--- src/rtl/hbp_pkg.sv ---
package hbp_pkg;

  localparam logic [7:0] OP_MBOX_INIT     = 8'h01;
  localparam logic [7:0] OP_MBOX_START    = 8'h02;
  localparam logic [7:0] OP_INQUIRY       = 8'h04;
  localparam logic [7:0] OP_SETUP         = 8'h0B;
  localparam logic [7:0] OP_MBOX_INIT_EXT = 8'h81;

  localparam int CTL_BUS_RST = 4;
  localparam int CTL_INT_RST = 5;
  localparam int CTL_SOFT    = 6;
  localparam int CTL_HARD    = 7;

  localparam logic [1:0] OFS_CTL_STAT = 2'd0;
  localparam logic [1:0] OFS_CMD_DATA = 2'd1;
  localparam logic [1:0] OFS_INTR     = 2'd2;

  localparam int PARAM_MAX = 5;
  localparam int REPLY_MAX = 4;
  localparam int CNT_W     = $clog2(PARAM_MAX + 1);

  typedef enum logic [1:0] {PH_IDLE, PH_PARAM, PH_REPLY} phase_t;

  typedef struct packed {
    logic             known;
    logic             silent;
    logic [CNT_W-1:0] nparm;
    logic [CNT_W-1:0] nreply;
    logic             use_setup;
  } op_info_t;

endpackage

--- src/rtl/hbp_down_timer.sv ---
module hbp_down_timer #(
  parameter int unsigned LEN = 4,
  parameter bit START_LOADED = 1'b0
) (
  input  logic clk,
  input  logic rst_n,
  input  logic load,
  input  logic clear,
  output logic active
);
  localparam int W = (LEN < 1) ? 1 : $clog2(LEN + 1);
  localparam logic [W-1:0] LEN_V = W'(LEN);

  logic [W-1:0] cnt_q;

  always_ff @(posedge clk or negedge rst_n) begin
    if (!rst_n)              cnt_q <= START_LOADED ? LEN_V : '0;
    else if (clear)          cnt_q <= '0;
    else if (load)           cnt_q <= LEN_V;
    else if (cnt_q != '0)    cnt_q <= cnt_q - 1'b1;
  end

  assign active = (cnt_q != '0);
endmodule

--- src/rtl/hbp_cmd_table.sv ---
module hbp_cmd_table
  import hbp_pkg::*;
(
  input  logic [7:0] opcode,
  output op_info_t   info
);
  always_comb begin
    info = '0;
    case (opcode)
      OP_MBOX_INIT: begin
        info.known = 1'b1;
        info.nparm = CNT_W'(4);
      end
      OP_MBOX_START: begin
        info.known  = 1'b1;
        info.silent = 1'b1;
      end
      OP_INQUIRY: begin
        info.known  = 1'b1;
        info.nreply = CNT_W'(4);
      end
      OP_SETUP: begin
        info.known     = 1'b1;
        info.nreply    = CNT_W'(3);
        info.use_setup = 1'b1;
      end
      OP_MBOX_INIT_EXT: begin
        info.known = 1'b1;
        info.nparm = CNT_W'(5);
      end
      default: info = '0;
    endcase
  end
endmodule

--- src/rtl/hbp_reply_mux.sv ---
module hbp_reply_mux
  import hbp_pkg::*;
(
  input  logic [31:0]      inquiry,
  input  logic [23:0]      setup,
  input  logic             use_setup,
  input  logic [CNT_W-1:0] idx,
  output logic [7:0]       byte_out
);
  logic [7:0] inq_b [REPLY_MAX];
  logic [7:0] set_b [REPLY_MAX];

  for (genvar g = 0; g < REPLY_MAX; g++) begin : g_bytes
    assign inq_b[g] = inquiry[8*g +: 8];
    if (g < 3) begin : g_set
      assign set_b[g] = setup[8*g +: 8];
    end else begin : g_pad
      assign set_b[g] = 8'h00;
    end
  end

  always_comb begin
    if (idx >= CNT_W'(REPLY_MAX)) byte_out = 8'h00;
    else if (use_setup)           byte_out = set_b[idx[1:0]];
    else                          byte_out = inq_b[idx[1:0]];
  end
endmodule

--- src/rtl/hbp_host_port.sv ---
module hbp_host_port
  import hbp_pkg::*;
#(
  parameter int unsigned SETTLE_CYCLES = 16,
  parameter int unsigned BUSY_CYCLES   = 2
) (
  input  logic        clk,
  input  logic        rst_n,
  input  logic        bus_wr,
  input  logic        bus_rd,
  input  logic [1:0]  bus_addr,
  input  logic [7:0]  bus_wdata,
  output logic [7:0]  bus_rdata,
  output logic        irq,
  input  logic [31:0] cfg_inquiry,
  input  logic [23:0] cfg_setup,
  output logic        mbox_init_valid,
  output logic [7:0]  mbox_count,
  output logic [31:0] mbox_base,
  output logic        mbox_ext,
  output logic        mbox_start,
  output logic        scsi_bus_reset
);
  phase_t           state_q;
  op_info_t         op_info;
  logic [7:0]       op_q;
  logic [CNT_W-1:0] pidx_q, ridx_q, nparm_q, nreply_q;
  logic             use_setup_q;
  logic [7:0]       parm_q [PARAM_MAX];
  logic [7:0]       parm_n [PARAM_MAX];
  logic [7:0]       intr_q, intr_n, stat_byte, reply_byte;
  logic             cmdinv_q, initreq_q;
  logic             start_q, busrst_q, initv_q;
  logic             settling, busy;

  logic wr_ctl, wr_cmd, rd_dat;
  logic hard_rst, soft_rst, int_rst, bus_rst;
  logic ready, byte_take, take_op, take_parm, start_hit;
  logic set_inv, last_parm, pop, last_read, set_cc;

  always_comb begin
    wr_ctl    = bus_wr && (bus_addr == OFS_CTL_STAT);
    wr_cmd    = bus_wr && (bus_addr == OFS_CMD_DATA);
    rd_dat    = bus_rd && (bus_addr == OFS_CMD_DATA);
    hard_rst  = wr_ctl && bus_wdata[CTL_HARD];
    soft_rst  = wr_ctl && !bus_wdata[CTL_HARD] && bus_wdata[CTL_SOFT];
    int_rst   = wr_ctl && !bus_wdata[CTL_HARD] && bus_wdata[CTL_INT_RST];
    bus_rst   = wr_ctl && !bus_wdata[CTL_HARD] && bus_wdata[CTL_BUS_RST];
    ready     = !settling && (state_q == PH_IDLE);
    byte_take = wr_cmd && !settling && !busy &&
                ((state_q != PH_REPLY) || (bus_wdata == OP_MBOX_START));
    take_op   = byte_take && (state_q == PH_IDLE);
    take_parm = byte_take && (state_q == PH_PARAM);
    start_hit = byte_take && (state_q != PH_PARAM) && (bus_wdata == OP_MBOX_START);
    set_inv   = take_op && !op_info.known;
    last_parm = take_parm && (pidx_q == nparm_q - 1'b1);
    pop       = rd_dat && (state_q == PH_REPLY) && !hard_rst && !soft_rst;
    last_read = pop && (ridx_q == nreply_q - 1'b1);
    set_cc    = set_inv || last_parm || last_read;
  end

  always_comb begin
    intr_n = intr_q;
    if (hard_rst || soft_rst || int_rst) intr_n = 8'h00;
    if (set_cc)  intr_n[2] = 1'b1;
    if (bus_rst) intr_n[3] = 1'b1;
    intr_n[6:4] = 3'b000;
    intr_n[7]   = |intr_n[3:0];
  end

  always_comb begin
    for (int i = 0; i < PARAM_MAX; i++) parm_n[i] = parm_q[i];
    if (take_parm) parm_n[pidx_q] = bus_wdata;
  end

  hbp_cmd_table u_table (
    .opcode (bus_wdata),
    .info   (op_info)
  );

  hbp_down_timer #(.LEN(SETTLE_CYCLES), .START_LOADED(1'b1)) u_settle (
    .clk    (clk),
    .rst_n  (rst_n),
    .load   (hard_rst),
    .clear  (1'b0),
    .active (settling)
  );

  hbp_down_timer #(.LEN(BUSY_CYCLES), .START_LOADED(1'b0)) u_busy (
    .clk    (clk),
    .rst_n  (rst_n),
    .load   (byte_take),
    .clear  (hard_rst || soft_rst),
    .active (busy)
  );

  hbp_reply_mux u_reply (
    .inquiry   (cfg_inquiry),
    .setup     (cfg_setup),
    .use_setup (use_setup_q),
    .idx       (ridx_q),
    .byte_out  (reply_byte)
  );

  always_ff @(posedge clk or negedge rst_n) begin
    if (!rst_n) begin
      state_q     <= PH_IDLE;
      intr_q      <= 8'h00;
      cmdinv_q    <= 1'b0;
      initreq_q   <= 1'b1;
      op_q        <= 8'h00;
      pidx_q      <= '0;
      ridx_q      <= '0;
      nparm_q     <= '0;
      nreply_q    <= '0;
      use_setup_q <= 1'b0;
    end else if (hard_rst) begin
      state_q     <= PH_IDLE;
      intr_q      <= 8'h00;
      cmdinv_q    <= 1'b0;
      initreq_q   <= 1'b1;
      pidx_q      <= '0;
      ridx_q      <= '0;
    end else begin
      intr_q <= intr_n;
      if (soft_rst || int_rst) cmdinv_q <= 1'b0;
      else if (set_inv)        cmdinv_q <= 1'b1;
      if (last_parm) initreq_q <= 1'b0;
      if (soft_rst) begin
        state_q <= PH_IDLE;
      end else begin
        if (take_op && op_info.known && !op_info.silent) begin
          op_q <= bus_wdata;
          if (op_info.nparm != '0) begin
            state_q <= PH_PARAM;
            pidx_q  <= '0;
            nparm_q <= op_info.nparm;
          end else if (op_info.nreply != '0) begin
            state_q     <= PH_REPLY;
            ridx_q      <= '0;
            nreply_q    <= op_info.nreply;
            use_setup_q <= op_info.use_setup;
          end
        end
        if (take_parm) begin
          if (last_parm) state_q <= PH_IDLE;
          else           pidx_q  <= pidx_q + 1'b1;
        end
        if (pop) begin
          if (last_read) state_q <= PH_IDLE;
          else           ridx_q  <= ridx_q + 1'b1;
        end
      end
    end
  end

  always_ff @(posedge clk or negedge rst_n) begin
    if (!rst_n) begin
      for (int i = 0; i < PARAM_MAX; i++) parm_q[i] <= 8'h00;
      mbox_count <= 8'h00;
      mbox_base  <= 32'h0;
      mbox_ext   <= 1'b0;
      start_q    <= 1'b0;
      busrst_q   <= 1'b0;
      initv_q    <= 1'b0;
    end else begin
      for (int i = 0; i < PARAM_MAX; i++) parm_q[i] <= parm_n[i];
      start_q  <= start_hit;
      busrst_q <= bus_rst;
      initv_q  <= last_parm;
      if (last_parm) begin
        mbox_count <= parm_n[0];
        if (op_q == OP_MBOX_INIT_EXT) begin
          mbox_base <= {parm_n[4], parm_n[3], parm_n[2], parm_n[1]};
          mbox_ext  <= 1'b1;
        end else begin
          mbox_base <= {8'h00, parm_n[1], parm_n[2], parm_n[3]};
          mbox_ext  <= 1'b0;
        end
      end
    end
  end

  assign stat_byte = {settling, 1'b0, initreq_q && !settling, ready, busy,
                      (state_q == PH_REPLY) && !settling, 1'b0, cmdinv_q && !settling};

  always_comb begin
    case (bus_addr)
      OFS_CTL_STAT: bus_rdata = stat_byte;
      OFS_CMD_DATA: bus_rdata = (state_q == PH_REPLY) ? reply_byte : 8'h00;
      OFS_INTR:     bus_rdata = intr_q;
      default:      bus_rdata = 8'h00;
    endcase
  end

  assign irq             = intr_q[7];
  assign mbox_start      = start_q;
  assign scsi_bus_reset  = busrst_q;
  assign mbox_init_valid = initv_q;
endmodule

--- config.mk ---
export PLATFORM = sky130hd
export DESIGN_NAME = hbp_host_port
export DESIGN_NICKNAME = d
export VERILOG_FILES = /design/src/rtl/hbp_pkg.sv /design/src/rtl/hbp_down_timer.sv /design/src/rtl/hbp_cmd_table.sv /design/src/rtl/hbp_reply_mux.sv /design/src/rtl/hbp_host_port.sv
export SDC_FILE = /design/constraint.sdc
export NUM_CORES = 1
export LEC_CHECK = 0
export BUFFER_PORTS_ARGS = -buffer_cell sky130_fd_sc_hd__buf_2
export CAP_MARGIN = 20
export CORE_UTILIZATION = 25
export DETAILED_ROUTE_END_ITERATION = 8
export PLACE_DENSITY = 0.44
export SYNTH_ARGS = -nofsm -noshare
export SYNTH_HDL_FRONTEND = slang
export SYNTH_SLANG_ARGS = --single-unit
--- constraint.sdc ---
create_clock -name clk -period 3.39 [get_ports clk]
set_input_delay 0.5085 -clock clk [delete_from_list [all_inputs] [get_ports clk]]
set_output_delay 0.5085 -clock clk [all_outputs]
set_load 0.05 [all_outputs]
==> results of run 1 <==
[worst max-delay path by stage]
| stage | cells after the start | slack [ns] | end |
|---|---|---|---|
| global placement | 8 | 0.47 | mbox_base[12] |
| floorplan | 6 | 0.28 | bus_rdata[6] |
| detailed placement | 8 | 0.40 | mbox_base[9] |
| finish | 7 | 0.31 | bus_rdata[2] |
| CTS | 7 | 0.29 | bus_rdata[2] |
| global route | 7 | 0.13 | bus_rdata[2] |
[flip-flops by register name, summed over array words and instances, names as in the netlist, 3 cells and up]
signal,flops
intr_q,5
mbox_base,32
mbox_count,8
op_q,8
parm_q,40
pidx_q,3
ridx_q,3
u_settle.cnt_q,5
[cell usage after synthesis (3+ instances only)]
cell	n	share of area [%]
o211ai_1	9	1.1
inv_1	10	0.63
o22ai_1	3	0.32
mux4_2	8	3.0
o31ai_1	3	0.38
mux2i_1	26	4.4
buf_2	3	0.25
mux2_2	75	14
clkbuf_1	23	1.5
or4b_2	3	0.51
nor3_1	9	0.76
ha_1	6	1.3
nand2_1	36	2.3
a211oi_1	3	0.38
a22o_1	9	1.3
o21ai_0	29	2.4
o21ai_1	3	0.25
a21oi_1	9	0.76
and2_1	4	0.42
mux2_4	8	2.0
nand2b_1	3	0.32
nor2_1	19	1.2
dfrtp_1	117	49
nor4b_1	3	0.44
nor2b_1	12	1.3
nand3_1	6	0.51
[cell families after synthesis]
group	synth area share, %
AO/OA/AOI/OAI	9.39
XOR/XNOR	0.443
adder cells (fa/ha/maj)	1.27
buffers and inverters	3.06
flip-flops	50.3
multiplexers	23.7
AND/OR/NAND/NOR	11.9
[layout make-up]
| type | instances | area [um^2] |
|---|---|---|
| Antenna cell | 2 | 5.00 |
| Tap cell | 313 | 392 |
| Sequential cell | 119 | 2980 |
| Timing Repair Buffer | 130 | 686 |
| Clock inverter | 3 | 15.0 |
| Inverter | 11 | 41.3 |
| Multi-Input combinational cell | 332 | 2770 |
| Clock buffer | 27 | 523 |
| Fill cell | 2362 | 15600 |
[power groups by stage]
stage | logic, W | registers, W | clock network (W)
3_5_place_dp | 0.000385 | 0.00155 | 0
4_1_cts | 0.000387 | 0.00152 | 0.00168
5_1_grt | 0.000433 | 0.00153 | 0.00175
3_3_place_gp | 0.000373 | 0.00154 | 0
6_report | 0.000381 | 0.00152 | 0.00164
2_1_floorplan | 0.000237 | 0.00155 | 0
[stage by stage]
| stage | total power [W] | hold WS [ns] | utilization, % |
|---|---|---|---|
| 2_1_floorplan | 0.00178 | 0.213 | - |
| 3_3_place_gp | 0.00192 | 0.462 | 29.9 |
| 3_5_place_dp | 0.00193 | 0.465 | 29.9 |
| 4_1_cts | 0.00359 | 0.215 | 32.2 |
| 5_1_grt | 0.00371 | 0.260 | 32.2 |
| 6_report | 0.00354 | 0.191 | 32.2 |
[routing by layer]
layer  routed length (um)  track usage [%]
met2                 7730             22.8
met5                    0                0
met4                  273             4.76
met1                 7050             17.2
met3                  438             3.11
[worst register-to-register path, stage by stage, from the launching register on]
cell and delay [ns]:
dfrtp_1 0.39, inv_1 0.11, ha_1 0.19, or4b_1 0.65, nor4_4 0.52, and4bb_1 0.26
buf_4 0.21, mux2_4 0.33, mux2_2 0.26
==> results.sh, run 1 <==
export IMPL_tightest_slew_ns=0.851
export IMPL_power_frac_comb_pct=10.8
export IMPL_pwr_share_clk_pct=46.2
export IMPL_drive_above_1_share_pct=42.8
export IMPL_drtPass1Iterations=4
export IMPL_slew_viol_final=0
export IMPL_initial_core_util_pct=25.8
export IMPL_finalWirelength_mm=15.5
export IMPL_slowest_stage="or4b_1"
export IMPL_gr_total_overflow=0
export IMPL_cts_clk_slew_worst_paths_ns=0.05
export IMPL_grt_use_total_pct=13.6
export IMPL_swShare_pct=24.4
export IMPL_path_class="flip-flop to output port"
export IMPL_drtIter0Drc=161
export IMPL_fin_ws_ns=0.312
export IMPL_yosys_warnings=0
export IMPL_die_w_um=156
export IMPL_dp_cells=905
export IMPL_syn_area_mm2=0.00593
export IMPL_design_area_mm2=0.00741
export IMPL_critical_path_arrival_ns=2.57
export IMPL_cp_required_ns=2.88
export IMPL_grt_pass1_wl_mm=25.3
export IMPL_slew_headroom_pct=43.2
export IMPL_core_area_mm2=0.0230
export IMPL_ctsHoldBuffers=0
export IMPL_p_int_w=0.00268
export IMPL_num_rows=55
export IMPL_cts_tree="built"
export IMPL_reg2reg_to="mbox_base[9]"
export IMPL_cts_buffers=17
export IMPL_viasPerCell=4.59
export IMPL_reg2reg_depth=8
export IMPL_hold_viol_final=0
export IMPL_finalCritPeriodShare_pct=90.8
export IMPL_grt_max_degree=62
export IMPL_cts_sinks=119
export IMPL_io_pins=123
export IMPL_peakVddDrop_mv=0.349
export IMPL_cts_resized=0
export IMPL_io_buffers=122
export IMPL_r2r_start="u_settle.cnt_q[0]"
export IMPL_via_count=4305
export IMPL_final_common_cell="buf_2"
export IMPL_place_hpwl_mm=10.9
export IMPL_ys_seq_elements=119
export IMPL_wire_per_inst_um=16.5
export IMPL_critPathBufInv=2
export IMPL_crit_chain="inv_1 > ha_1 > or4b_1 > nor2_1 > a22oi_1 > o22ai_1 > buf_2"
export IMPL_grt_pass1_vias=4648
export IMPL_power_share_sequential_pct=43.0
export IMPL_fmax_mhz=325
export IMPL_ys_seq_area_share_pct=50.3
export IMPL_slowest_delay_ns=0.65
export IMPL_synth_area_per_cell_um2=12.0
export IMPL_syn_to_final_growth_pct=25.0
export IMPL_place_ws_ns=0.399
export IMPL_final_cells=937
export IMPL_synth_fp_nets=569
export IMPL_cp_startpoint="u_settle.cnt_q[0]"
export IMPL_drtAntennaViolNets=0
export IMPL_root_buffer="clkbuf_16"
export IMPL_finalSetupViolCount=0
export IMPL_crit_path_max_fanout=9
export IMPL_cts_setup_buffers=0
export IMPL_cap_viol_max_count=0
export IMPL_cp_end_kind="output port"
export IMPL_skew_ns=0.00560
export IMPL_finalCriticalPeriod_ns=3.08
export IMPL_hp_class="input port to async pin"
export IMPL_placement_cell_area_mm2=0.00687
export IMPL_reg2reg_slack_ns=0.37
export IMPL_route_detailed_drc=0
export IMPL_final_cell_mix="buf_2, dfrtp_1, mux2_2, nand2_1, o21ai_0"
export IMPL_clock_path_buffers=2
export IMPL_htree_levels=4
export IMPL_status="complete, no violations"
export IMPL_p_per_area_mw_per_mm2=478
export IMPL_synthCells=493
export IMPL_rsz0062_at_grt="false"
export IMPL_ys_async_sr_fraction_pct=100
export IMPL_power_switching_w=0.000866
export IMPL_crit_family="simple AND/OR/NAND/NOR gates"
export IMPL_start_kind="flip-flop"
export IMPL_die_area_mm2=0.0243
export IMPL_synth_flop_cell="dfrtp_1"
export IMPL_synth_edf_count=0
export IMPL_dieHeight_um=156
export IMPL_cellLeakagePower_nw=3.63
export IMPL_antenna_found_initial=2
export IMPL_fin_nets=687
export IMPL_clkLatencyLatePin_ns=0.41
export IMPL_place_gp_congestion=0.763
export IMPL_fin_setup_tns_ns=0
export IMPL_synthDistinctLibCells=67
Note: power is estimated with default switching activity, not from simulation.
==> run 2: changes to the inputs <==
--- a/config.mk
+++ b/config.mk
@@ -7,9 +7,10 @@
 export LEC_CHECK = 0
 export BUFFER_PORTS_ARGS = -buffer_cell sky130_fd_sc_hd__buf_2
 export CAP_MARGIN = 20
-export CORE_UTILIZATION = 25
+export CORE_UTILIZATION = 45
 export DETAILED_ROUTE_END_ITERATION = 8
-export PLACE_DENSITY = 0.44
+export MAX_ROUTING_LAYER = met4
+export PLACE_DENSITY = 0.69
 export SYNTH_ARGS = -nofsm -noshare
 export SYNTH_HDL_FRONTEND = slang
 export SYNTH_SLANG_ARGS = --single-unit
==> run 2 against run 1 <==
Net effect:
- non-clock buffer count down 3
- sequential power about the same
- total power up 5.2%
- register-to-register slack better by 0.03 ns
- clock skew up 0.0033 ns
- sequential cell count unchanged
- critical path depth down 1
- via count up 0.35%
- global-route usage up 9.4 points
- clock power up 11%
- wire length down 9.3%
==> results.sh, run 2 (synthesis gave the netlist of run 1 again) <==
export IMPL_status="complete, no violations"
export IMPL_htree_levels=4
export IMPL_die_w_um=117
export IMPL_fillCellCount=1106
export IMPL_io_buffers=122
export IMPL_reg2reg_to="mbox_count[5]"
export IMPL_path_class="flip-flop to output port"
export IMPL_syn_to_final_growth_pct=22.7
export IMPL_cp_required_ns=2.88
export IMPL_cap_viol_max_count=0
export IMPL_grt_pass1_wl_mm=22.9
export IMPL_hold_viol_final=0
export IMPL_drtPass1Iterations=4
export IMPL_num_rows=41
export IMPL_reg_top3="parm_q x40, mbox_base x32"
export IMPL_drive_above_1_share_pct=43.2
export IMPL_rsz0062_at_grt="false"
export IMPL_multi_input_area_mm2=0.00277
export IMPL_cts_tree="built"
export IMPL_cts_resized=0
export IMPL_r2r_start="u_settle.cnt_q[0]"
export IMPL_place_gp_congestion=0.841
export IMPL_cts_setup_buffers=0
export IMPL_fin_nets=684
export IMPL_initial_core_util_pct=46.6
export IMPL_gr_total_overflow=0
export IMPL_via_count=4320
export IMPL_finalWirelength_mm=14.1
export IMPL_route_detailed_drc=0
export IMPL_place_hpwl_mm=9.56
export IMPL_cp_end_kind="output port"
export IMPL_finalSetupViolCount=0
export IMPL_slew_viol_final=0
export IMPL_final_common_cell="buf_2"
export IMPL_crit_path_max_fanout=19
export IMPL_dp_cells=761
export IMPL_grt_max_degree=71
export IMPL_reg2reg_depth=7
export IMPL_reg2reg_slack_ns=0.40
export IMPL_wire_per_inst_um=17.7
export IMPL_grt_pass1_vias=4422
export IMPL_seq_area_mm2=0.00298
export IMPL_clkLatencyLatePin_ns=0.40
export IMPL_fmax_mhz=311
export IMPL_die_area_mm2=0.0136
export IMPL_cts_clk_slew_worst_paths_ns=0.06
export IMPL_final_cell_mix="buf_2, dfrtp_1, mux2_2, nand2_1, o21ai_0"
export IMPL_largest_reg_flops=40
export IMPL_drtIter0Drc=214
export IMPL_hp_class="input port to async pin"
export IMPL_finalCritPeriodShare_pct=95.0
export IMPL_peakVddDrop_mv=0.397
export IMPL_dieHeight_um=117
export IMPL_antenna_cells=0
export IMPL_finalCriticalPeriod_ns=3.22
export IMPL_clock_path_buffers=2
export IMPL_cts_buffers=17
export IMPL_viasPerCell=5.45
export IMPL_antenna_found_initial=0
export IMPL_cellLeakagePower_nw=3.64
export IMPL_core_area_mm2=0.0127
export IMPL_drtAntennaViolNets=0
export IMPL_p_per_area_mw_per_mm2=512
export IMPL_fin_setup_tns_ns=0
export IMPL_skew_ns=0.00888
export IMPL_io_pins=123
export IMPL_final_cells=793
export IMPL_ctsHoldBuffers=0
export IMPL_cts_sinks=119
export IMPL_start_kind="flip-flop"
export IMPL_root_buffer="clkbuf_16"
export IMPL_grt_use_total_pct=23.1
export IMPL_top_register="parm_q"
export IMPL_critical_path_arrival_ns=2.71
export IMPL_slew_headroom_pct=47.4
export IMPL_tightest_slew_ns=0.786
-- run 2: routing by layer --
metal / vias to the layer above / wire [um] / GRT usage, % / share of wire, %
met5: - / 0 / - / 0
met1: 2192 / 6280 / 28.3 / 45
met3: 12 / 416 / 4.89 / 3.0
li1: 2031 / - / - / -
met2: 85 / 7220 / 38.9 / 51
met4: 0 / 141 / 5.91 / 1.0
-- run 2: power breakdown --
group	leakage [nW]	internal [W]	switching (W)
logic	1.71	0.000157	0.000227
clock network	0.296	0.00119	0.000629
registers	1.64	0.00148	0.0000405
total	3.64	0.00283	0.000896
-- run 2: how the worst max path moves through the flow --
stage               slack (ns)  depth (start not counted)              start       endpoint
floorplan                 0.28                          6          ridx_q[0]   bus_rdata[6]
global placement          0.50                          8  u_settle.cnt_q[0]  mbox_base[15]
detailed placement        0.45                          8  u_settle.cnt_q[0]  mbox_base[13]
CTS                       0.21                          6          ridx_q[1]   bus_rdata[1]
global route              0.02                          6          ridx_q[1]   bus_rdata[1]
finish                    0.17                          6          ridx_q[1]   bus_rdata[1]
-- run 2: final cells by class --
class                           instances  share of cell area (%)
Clock buffer                           20                    6.28
Sequential cell                       119                    41.0
Timing Repair Buffer                  127                    9.11
Inverter                               11                   0.567
Clock inverter                         12                    2.08
Multi-Input combinational cell        332                    38.1
Tap cell                              172                    2.96
-- run 2: through the flow --
step | utilization [%] | setup slack, ns | area [um^2] | hold WS [ns] | power (W)
global route | 57.2 | 0.0163 | 7280 | 0.178 | 0.00388
CTS | 57.2 | 0.209 | 7280 | 0.156 | 0.00376
finish | 57.2 | 0.170 | 7280 | 0.130 | 0.00373
global placement | 52.4 | 0.501 | 6670 | 0.461 | 0.00190
detailed placement | 52.4 | 0.452 | 6670 | 0.469 | 0.00192
floorplan | - | 0.278 | 5930 | 0.213 | 0.00178
-- run 2: worst max-delay path, cell delays in order, from the launching register on --
cell      delay [ns]
dfrtp_1         0.74
nor2b_1         0.59
a22oi_1         0.18
a211oi_1        0.33
a21oi_1         0.07
a21oi_1         0.11
buf_2           0.28
